--- config.mk ---
export PLATFORM = sky130hd
export DESIGN_NAME = vit_traceback
export DESIGN_NICKNAME = d
export VERILOG_FILES = /design/src/rtl/vtb_pkg.sv /design/src/rtl/vtb_dpram.sv /design/src/rtl/vtb_window_ctrl.sv /design/src/rtl/vtb_state_walk.sv /design/src/rtl/vtb_out_stage.sv /design/src/rtl/vit_traceback.sv
export SDC_FILE = /design/constraint.sdc
export NUM_CORES = 2
export LEC_CHECK = 0
export BUFFER_PORTS_ARGS = -buffer_cell sky130_fd_sc_hd__buf_2
export CAP_MARGIN = 10
export CORE_AREA = 2 2 538 540
export DETAILED_ROUTE_END_ITERATION = 8
export DIE_AREA = 0 0 540 542
export GPL_TIMING_DRIVEN = 0
export PLACE_DENSITY = 0.71
export SLEW_MARGIN = 10
export SYNTH_ARGS = -nofsm -noshare
export SYNTH_HDL_FRONTEND = slang
export SYNTH_HIERARCHICAL = 1
export SYNTH_SLANG_ARGS = --single-unit
--- constraint.sdc ---
create_clock -name clk -period 7.1 [get_ports clk]
set_input_delay 1.42 -clock clk [delete_from_list [all_inputs] [get_ports clk]]
set_output_delay 1.42 -clock clk [all_outputs]
set_load 0.02 [all_outputs]
--- src/rtl/vtb_pkg.sv ---
package vtb_pkg;

  typedef enum logic [1:0] {
    PH_IDLE = 2'd0,
    PH_RUN  = 2'd1,
    PH_WAIT = 2'd2
  } vtb_phase_e;

  // Predecessor of state s when entering it with decision d, for w state bits.
  function automatic logic [31:0] pred_state(input logic [31:0] s, input logic d,
                                             input int unsigned w);
    logic [31:0] mask;
    mask = (32'd1 << w) - 32'd1;
    return ((s << 1) | {31'd0, d}) & mask;
  endfunction

  // Decoded information bit carried by state s (its top bit).
  function automatic logic state_msb(input logic [31:0] s, input int unsigned w);
    return s[w-1];
  endfunction

  // Number of 4-bit output groups a stream of n columns yields.
  function automatic int unsigned passes_for(input int unsigned n, input int unsigned depth,
                                             input int unsigned outn);
    if (n < depth + outn) return 0;
    return (n - depth - outn) / outn + 1;
  endfunction

endpackage

--- src/rtl/vtb_dpram.sv ---
module vtb_dpram #(
  parameter int AW = 7,
  parameter int DW = 32
) (
  input  logic          clk,
  input  logic          we,
  input  logic [AW-1:0] waddr,
  input  logic [DW-1:0] wdata,
  input  logic          re,
  input  logic [AW-1:0] raddr,
  output logic [DW-1:0] rdata
);
  localparam int N = 1 << AW;

  logic [DW-1:0] mem [N];

  always_ff @(posedge clk) begin
    if (we) mem[waddr] <= wdata;
  end

  always_ff @(posedge clk) begin
    if (re) rdata <= mem[raddr];
  end
endmodule

--- src/rtl/vtb_window_ctrl.sv ---
module vtb_window_ctrl
  import vtb_pkg::*;
#(
  parameter int AW     = 7,
  parameter int DEPTH  = 64,
  parameter int OUT_N  = 4,
  parameter int TOTAL  = DEPTH + OUT_N,
  parameter int STEP_W = $clog2(TOTAL),
  parameter int CNT_W  = AW + 1
) (
  input  logic              clk,
  input  logic              rst,
  input  logic              col_valid,
  input  logic              out_empty,
  input  logic              pass_done,
  output logic              wr_en,
  output logic [AW-1:0]     wr_addr,
  output logic              rd_en,
  output logic [AW-1:0]     rd_addr,
  output logic [STEP_W-1:0] rd_step,
  output logic              pass_start,
  output logic [CNT_W-1:0]  avail
);
  vtb_phase_e        phase_q;
  logic [AW-1:0]     wptr_q;
  logic [AW-1:0]     base_q;
  logic [STEP_W-1:0] step_q;
  logic [CNT_W-1:0]  avail_q;
  logic [AW-1:0]     back_off;
  logic              last_step;

  assign wr_en     = col_valid;
  assign wr_addr   = wptr_q;
  assign avail     = avail_q;
  assign last_step = (step_q == STEP_W'(TOTAL - 1));

  always_comb begin
    back_off   = AW'(TOTAL - 1) - AW'(step_q);
    rd_addr    = base_q + back_off;
    rd_en      = (phase_q == PH_RUN);
    rd_step    = step_q;
    pass_start = (phase_q == PH_IDLE) && out_empty && (avail_q >= CNT_W'(TOTAL));
  end

  always_ff @(posedge clk) begin
    if (rst) begin
      wptr_q <= '0;
    end else if (col_valid) begin
      wptr_q <= wptr_q + AW'(1);
    end
  end

  always_ff @(posedge clk) begin
    if (rst) begin
      avail_q <= '0;
      base_q  <= '0;
    end else begin
      avail_q <= avail_q + CNT_W'(col_valid) - (pass_done ? CNT_W'(OUT_N) : CNT_W'(0));
      if (pass_done) base_q <= base_q + AW'(OUT_N);
    end
  end

  always_ff @(posedge clk) begin
    if (rst) begin
      phase_q <= PH_IDLE;
      step_q  <= '0;
    end else begin
      unique case (phase_q)
        PH_IDLE: begin
          if (pass_start) begin
            phase_q <= PH_RUN;
            step_q  <= '0;
          end
        end
        PH_RUN: begin
          if (last_step) phase_q <= PH_WAIT;
          else           step_q  <= step_q + STEP_W'(1);
        end
        PH_WAIT: begin
          if (pass_done) phase_q <= PH_IDLE;
        end
        default: phase_q <= PH_IDLE;
      endcase
    end
  end
endmodule

--- src/rtl/vtb_state_walk.sv ---
module vtb_state_walk
  import vtb_pkg::*;
#(
  parameter int ST_W   = 5,
  parameter int DEPTH  = 64,
  parameter int OUT_N  = 4,
  parameter int TOTAL  = DEPTH + OUT_N,
  parameter int STEP_W = $clog2(TOTAL),
  parameter int WORD_W = 1 << ST_W
) (
  input  logic              clk,
  input  logic              rst,
  input  logic              rd_en,
  input  logic [STEP_W-1:0] rd_step,
  input  logic [WORD_W-1:0] rdata,
  output logic              walk_valid,
  output logic              walk_first,
  output logic [ST_W-1:0]   walk_state,
  output logic              pass_done,
  output logic [OUT_N-1:0]  pass_bits
);
  localparam int OUT_IW = (OUT_N > 1) ? $clog2(OUT_N) : 1;

  logic              v_q;
  logic [STEP_W-1:0] step_q;
  logic [ST_W-1:0]   st_q;
  logic [ST_W-1:0]   st_eff;
  logic [ST_W-1:0]   st_nxt;
  logic [OUT_N-1:0]  coll_q;
  logic [OUT_N-1:0]  coll_nxt;
  logic [STEP_W-1:0] rel;
  logic [OUT_IW-1:0] slot;
  logic              dec_bit;
  logic              cur_bit;

  always_ff @(posedge clk) begin
    if (rst) begin
      v_q    <= 1'b0;
      step_q <= '0;
    end else begin
      v_q    <= rd_en;
      step_q <= rd_step;
    end
  end

  always_comb begin
    st_eff   = (step_q == '0) ? '0 : st_q;
    dec_bit  = rdata[st_eff];
    cur_bit  = state_msb(32'(st_eff), ST_W);
    st_nxt   = ST_W'(pred_state(32'(st_eff), dec_bit, ST_W));
    rel      = step_q - STEP_W'(DEPTH);
    slot     = OUT_IW'(OUT_N - 1) - OUT_IW'(rel);
    coll_nxt = coll_q;
    if (step_q >= STEP_W'(DEPTH)) coll_nxt[slot] = cur_bit;
  end

  always_ff @(posedge clk) begin
    if (rst) begin
      st_q   <= '0;
      coll_q <= '0;
    end else if (v_q) begin
      st_q   <= st_nxt;
      coll_q <= coll_nxt;
    end
  end

  assign walk_valid = v_q;
  assign walk_first = v_q && (step_q == '0);
  assign walk_state = st_eff;
  assign pass_done  = v_q && (step_q == STEP_W'(TOTAL - 1));
  assign pass_bits  = coll_nxt;
endmodule

--- src/rtl/vtb_out_stage.sv ---
module vtb_out_stage #(
  parameter int OUT_N = 4,
  parameter int CW    = $clog2(OUT_N + 1)
) (
  input  logic             clk,
  input  logic             rst,
  input  logic             load,
  input  logic [OUT_N-1:0] load_bits,
  input  logic             bit_ready,
  output logic             bit_valid,
  output logic             bit_data,
  output logic             empty
);
  logic [OUT_N-1:0] sreg_q;
  logic [CW-1:0]    cnt_q;
  logic             take;

  assign bit_valid = (cnt_q != '0);
  assign bit_data  = sreg_q[0];
  assign empty     = (cnt_q == '0);
  assign take      = bit_valid && bit_ready;

  always_ff @(posedge clk) begin
    if (rst) begin
      sreg_q <= '0;
      cnt_q  <= '0;
    end else if (load) begin
      sreg_q <= load_bits;
      cnt_q  <= CW'(OUT_N);
    end else if (take) begin
      sreg_q <= sreg_q >> 1;
      cnt_q  <= cnt_q - CW'(1);
    end
  end
endmodule

--- src/rtl/vit_traceback.sv ---
module vit_traceback #(
  parameter int ST_W  = 5,
  parameter int DEPTH = 64,
  parameter int OUT_N = 4,
  parameter int AW    = 7
) (
  input  logic                 clk,
  input  logic                 rst,
  input  logic                 col_valid,
  input  logic [(1<<ST_W)-1:0] col_word,
  input  logic                 bit_ready,
  output logic                 bit_valid,
  output logic                 bit_data
);
  localparam int WORD_W = 1 << ST_W;
  localparam int TOTAL  = DEPTH + OUT_N;
  localparam int STEP_W = $clog2(TOTAL);
  localparam int CNT_W  = AW + 1;

  logic              wr_en;
  logic [AW-1:0]     wr_addr;
  logic              rd_en;
  logic [AW-1:0]     rd_addr;
  logic [STEP_W-1:0] rd_step;
  logic [WORD_W-1:0] rdata;
  logic              pass_start;
  logic              pass_done;
  logic [CNT_W-1:0]  avail;
  logic              walk_valid;
  logic              walk_first;
  logic [ST_W-1:0]   walk_state;
  logic [OUT_N-1:0]  pass_bits;
  logic              out_empty;

  vtb_window_ctrl #(
    .AW(AW), .DEPTH(DEPTH), .OUT_N(OUT_N), .TOTAL(TOTAL), .STEP_W(STEP_W), .CNT_W(CNT_W)
  ) u_ctrl (
    .clk(clk), .rst(rst), .col_valid(col_valid), .out_empty(out_empty),
    .pass_done(pass_done), .wr_en(wr_en), .wr_addr(wr_addr), .rd_en(rd_en),
    .rd_addr(rd_addr), .rd_step(rd_step), .pass_start(pass_start), .avail(avail)
  );

  vtb_dpram #(.AW(AW), .DW(WORD_W)) u_ram (
    .clk(clk), .we(wr_en), .waddr(wr_addr), .wdata(col_word),
    .re(rd_en), .raddr(rd_addr), .rdata(rdata)
  );

  vtb_state_walk #(
    .ST_W(ST_W), .DEPTH(DEPTH), .OUT_N(OUT_N), .TOTAL(TOTAL), .STEP_W(STEP_W), .WORD_W(WORD_W)
  ) u_walk (
    .clk(clk), .rst(rst), .rd_en(rd_en), .rd_step(rd_step), .rdata(rdata),
    .walk_valid(walk_valid), .walk_first(walk_first), .walk_state(walk_state),
    .pass_done(pass_done), .pass_bits(pass_bits)
  );

  vtb_out_stage #(.OUT_N(OUT_N)) u_out (
    .clk(clk), .rst(rst), .load(pass_done), .load_bits(pass_bits),
    .bit_ready(bit_ready), .bit_valid(bit_valid), .bit_data(bit_data), .empty(out_empty)
  );
endmodule

Yosys cells after proc, flatten, opt, wreduce, memory -nomap -nowiden --
Memories as Yosys holds them, arrays and structs flattened. A register that Yosys moved wholly into a read port is not among the register bits. Index checks and enable logic that the tools add are counted. Widths: inputs -> output; s select.
Word-level totals: flip-flop bits (word level) 55, memory bits (writable) 4096, input bits 36, output and inout port bits 2, logic and storage cells 72, memories kept 1
Cells by class: add/sub/neg operators 10, $lt $le $gt $ge 5, equality and inequality tests 8, multiplexer cells 21, bitwise logic cells 1, reduce and logical (&&, ||, !) cells 14
Memories:
- u_ram.mem | depth 128, width 32, read ports 1, clocked after memory_dff 1, write ports 1, line vtb_dpram.sv:15 | logic [DW-1:0] mem [N];
Operators with widths (count):
- $add 7x1->7 const B | 2
- $eq 7x7->1 const B | 2
- $mux 7 | 2
- $pmux 7 s2 | 1
- $mux 4 | 3
- $mux 3 | 3
- $add 8x1->8 | 1
- $ge 8x7->1 const B | 1
- $sub 8x8->8 | 1
- $add 7x3->7 const B | 1
- $add 7x7->7 | 1
- $ge 7x7->1 const B | 1
- $logic_not 7->1 | 1
- $sub 7x7->7 const A | 1
- $lt 5x6->1 const B | 1
- $mux 2 | 3
- $ne 2x2->1 const B | 3
- $pmux 2 s3 | 1
- $reduce_and 3->1 | 2
- $bmux 1 s5 | 1
- $logic_and 1x1->1 | 5
- $mux 5 | 1
- $or 5x1->5 | 1
- $bwmux 4 | 1
- 15 further kinds | 19

Longest topological paths before layout --
depth in word-level cells 9, gate-level depth with buffers 12, mapped depth without buffers 10

Hierarchy --
The synthesis kept the hierarchy.
By module, submodules not included:
- vtb_dpram | instances 1, cells an instance 5990, area each 156596.4 µm², sequential area each 123958.9 µm²
- vtb_window_ctrl | instances 1, cells an instance 197, area each 1742.9 µm², sequential area each 580.6 µm²
- vtb_state_walk | instances 1, cells an instance 111, area each 1013.5 µm², sequential area each 340.3 µm²
- vtb_out_stage | instances 1, cells an instance 43, area each 376.6 µm², sequential area each 140.1 µm²

Worst setup path after synthesis --
Ideal clock, no wire load.
kind input-to-reg, start in col_valid, end mem u_ram.mem[98][0] (enable), library setup time 461 ps, arrival 4279 ps, data required time 6639 ps, slack 2360 ps, stages 4, path buffers 2, path through buf_4 clkbuf_1 nand4_1 nor3_1
Between the ends: longest elaborated chain between the ends 2
Ends and longest elaborated chain:
- start: declaration | line vit_traceback.sv:9 | input logic col_valid,
- $mux 1 | line vtb_dpram.sv:18 | if (we) mem[waddr] <= wdata;
- $mux 1 (implied by the code) | line vtb_dpram.sv:18
- end: declaration | line vtb_dpram.sv:15
Every way passes these cells.

Worst setup path after layout --
start reg u_ctrl.step_q[2], in the netlist u_ctrl/rd_step[2], end reg u_ram.rdata[5] (read register of u_ram.mem) (data pin)
Between the ends: longest elaborated chain between the ends 2
Ends and longest elaborated chain:
- start: declaration | line vtb_window_ctrl.sv:27 | logic [STEP_W-1:0] step_q;
- start signal: assignment | line vtb_window_ctrl.sv:77 | else step_q <= step_q + STEP_W'(1);
- $sub 7x7->7 | line vtb_window_ctrl.sv:38 | back_off = AW'(TOTAL - 1) - AW'(step_q);
- $add 7x7->7 | line vtb_window_ctrl.sv:39 | rd_addr = base_q + back_off;
- named net rd_addr[2] | line vit_traceback.sv:23 | logic [AW-1:0] rd_addr;
- end: declaration | line vtb_dpram.sv:11 | output logic [DW-1:0] rdata
The timed path passes the listed nets, and every way through them passes these cells. A chain may end at the register's enable or synchronous reset.

==> summary.md <==
| Metric | Value |
|---|---|
| Clock H-tree levels | `5` |
| Finished Cell Area | `0.183 mm²` |
| Crit path arrival time | `between 6 and 7 ns` |
| Horizontal die dimension | `about 540 µm` |
| Root Driver | `clkbuf_16` |
| Class of the worst hold path | `reg -> reg` |
| Crit Path Category | `reg -> reg` |
| Leading cell type in the layout, fill and taps excluded | `edfxtp_1` |
| Ratio of final minimum period to clock period | `79.1%` |
| GP Congestion | `between 0.9 and 1` |
| Share of post-route cells with drive strength above 1 | `33.6%` |
| Critical path depth | `11` |
| Clock skew | `about 0.05 ns` |
| Number of DRC markers in iteration 0 | `about 12000` |
| Initial antenna violation count | `34` |
| Headroom to the max-slew limit | `8.16%` |
| Core region area | `~0.29 mm²` |
| Capture endpoint of the worst hold path | `u_out/cnt_q[0]` |
| Final WL | `~410 mm` |
| Final critical-path setup slack | `about 1.5 ns` |
| Post-placement worst setup slack | `between 1.5 and 2 ns` |
| Final Core Density | `63.9%` |
| Commonest non-fill, non-tap cells in the layout | `4128 x edfxtp_1, 1349 x mux4_2, 414 x clkbuf_16` |
| TritonCTS clock tree | `yes` |
| Wire length per cell | `37.1 µm` |
| Vias in the first global route | `~75000` |
| Post-synthesis to final-layout area growth | `14.7%` |
| Cell area after technology mapping | `0.160 mm²` |
| Net Switching | `approximately 13 mW` |
| Total congestion overflow | `0` |
| Crit-path most repeated cell | `mux4_2` |
| Number of max-slew violations in the final report | `0` |
| Maximum number of pins on one net before global-route repair | `97` |
| Total power after layout | `~55 mW` |
| Number of detailed-routing iterations run before antenna repair | `8` |
| PostCTS Resize Cnt | `0` |
| Max-cap viol count | `0` |
| Clock Tree Buf Depth | `4` |
| Maximum achievable frequency | `about 180 MHz` |
| Count of hold buffers inserted by post-cts repair | `0` |
| Critical Path Slowest Stage Cell | `clkbuf_1` |
| Launch point of the worst hold path | `u_out/cnt_q[0]` |
| # fillers | `roughly 18000` |
| Syn. warnings | `6` |
| Fin. Hold Viols | `0` |
| Flip-flop and latch area | `0.125 mm²` |
| Critical R2R Launch | `u_ctrl/rd_step[2]` |
| Power Dens Cells | `300 mW/mm²` |
| Number of top-level pins | `38` |
| Critical path peak fanout | `10` |
| Crit path cell chain | `ha_1 -> inv_1 -> clkbuf_1 -> buf_2 -> clkbuf_2 -> buf_16 -> clkbuf_1 -> mux4_2 -> mux4_2 -> mux4_2 -> mux2_2` |
| Height of the die | `about 540 µm` |
| DRC violation count after routing | `0` |
| Combinational fraction of design power | `a little under an eighth` |
| Transition time at the pin with the least slew margin | `roughly 1.4 ns` |
| Total clock sinks | `~4200` |
| Instance area at placement | `0.170 mm²` |
| Number of vias per cell after detailed routing | `between 6 and 7` |
| Worst-case vdd ir drop | `just over 200 µV` |
| Buffers inserted by post-CTS timing repair | `0` |
| Status | `finished, final reports clean` |
| Internal power | `between 40 and 50 mW` |
| All-Layer GR Usage | `between 20% and 30%` |
| Routed vias | `roughly 75000` |
| Minimum clock period after layout | `around 5.6 ns` |
| Delay of the slowest critical-path stage | `0.89 ns` |
| Post-synthesis area per instance | `roughly 25 µm²` |
| Hold path cells | `2` |
| Clock edge transition at the registers on the reported setup and hold paths | `~0.06 ns` |
| RSZ-0062 raised after global routing | `false` |
| Insertion delay to the later sink of the worst-skew pair | `roughly 0.92 ns` |
| Worst Setup Start Kind | `flop` |
| Die ar. | `~0.29 mm²` |
| Element type at the critical path end | `flop` |
| Leakage | `56.2 nW` |
| Launch point of the critical path | `u_ctrl/rd_step[2]` |
| Cell depth of the worst flop-to-flop path | `11` |
| Register share of total power | `between 40% and 50%` |
| Num rows | `between 150 and 200` |
| Internal reg-to-reg setup slack | `about 1.5 ns` |
| Count of buffers inserted at the top-level ports | `36` |
| Post-Syn Instances | `roughly 6300` |
| DP HPWL | `~270 mm` |
| Combined area of the multi-input logic cells | `between 0.03 and 0.04 mm²` |
| Post-Syn Nets | `roughly 6400` |
| Number of failing setup endpoints in the final timing report | `0` |
| Critical path's top delay family | `buffers and inverters` |
| Buffers plus inverters on the worst setup path | `6` |
| Wire length of the first global-routing pass | `575 mm` |
| Initial core utilization | `a little under three fifths` |
| Fin nets | `7053` |
| Total Neg Setup Slack | `0 ns` |
| CTS buffer count | `405` |
| R2r endpoint | `u_ram/rdata[5]` |
| DRT antenna net count | `0` |
| Required time of the worst setup path | `7.77 ns` |
| Clock share of power | `roughly two fifths` |
| Switching share of power | `between 20% and 30%` |
-- state kept, by name (all words and copies together), names as in the netlist --
name and count:
u_ctrl/rd_step 7, u_ram/mem 4096, u_out/cnt_q 3, u_ctrl/wr_addr 7
u_ram/rdata 32, u_out/sreg_q 4, u_ctrl/base_q 5, u_ctrl/phase_q 2
u_ctrl/avail 8, u_walk/step_q 7, u_walk/coll_q 4, u_walk/st_q 5
u_walk/walk_valid 1
-- layout make-up --
cell class / instances / share of cell area (%)
Clock inverter: 232 / 1.22
Timing Repair Buffer: 245 / 2.66
Clock buffer: 494 / 5.83
Buffer: 335 / 0.794
Multi-Input combinational cell: 1791 / 18.6
Antenna cell: 22 / 0.0300
Tap cell: 3781 / 2.58
Inverter: 33 / 0.0703
Sequential cell: 4181 / 68.2
-- through the flow --
step	cells	hold slack [ns]
6_report	11100	0.497
2_1_floorplan	6340	0.447
3_3_place_gp	10200	0.472
5_1_grt	11100	0.529
3_5_place_dp	10400	0.483
4_1_cts	11100	0.491
-- worst max-delay path by stage --
stage,end,slack (ns)
after detailed placement,u_ram/rdata[5],1.68
after global placement,u_ram/mem[84][20],-0.88
after global routing,u_ram/rdata[30],1.50
after CTS,u_ram/rdata[5],1.58
final,u_ram/rdata[5],1.49
after floorplan,u_ram/mem[98][0],2.36
-- tightest hold or removal path, cell delays in order, from the launching register on --
cell	delay, ns
dfxtp_1	0.31
o21ai_0	0.07
a21oi_1	0.07
-- per-layer routing --
layer | GRT usage (%) | up-vias | share of wire [%]
li1 | - | 29000 | -
met1 | 39.2 | 40700 | 36
met2 | 44.4 | 4851 | 48
met3 | 7.58 | 635 | 12
met4 | 9.12 | 16 | 3.2
met5 | 0 | - | 0.078
-- power by group through the flow --
stage	clock network, mW	logic, mW	registers, mW
2_1_floorplan	0	4.17	27.8
3_3_place_gp	0	6.28	27.9
3_5_place_dp	0	6.50	27.8
4_1_cts	21.4	6.56	27.3
5_1_grt	22.3	6.86	27.3
6_report	21.2	6.56	27.3
(Power assumes the default switching activity.)
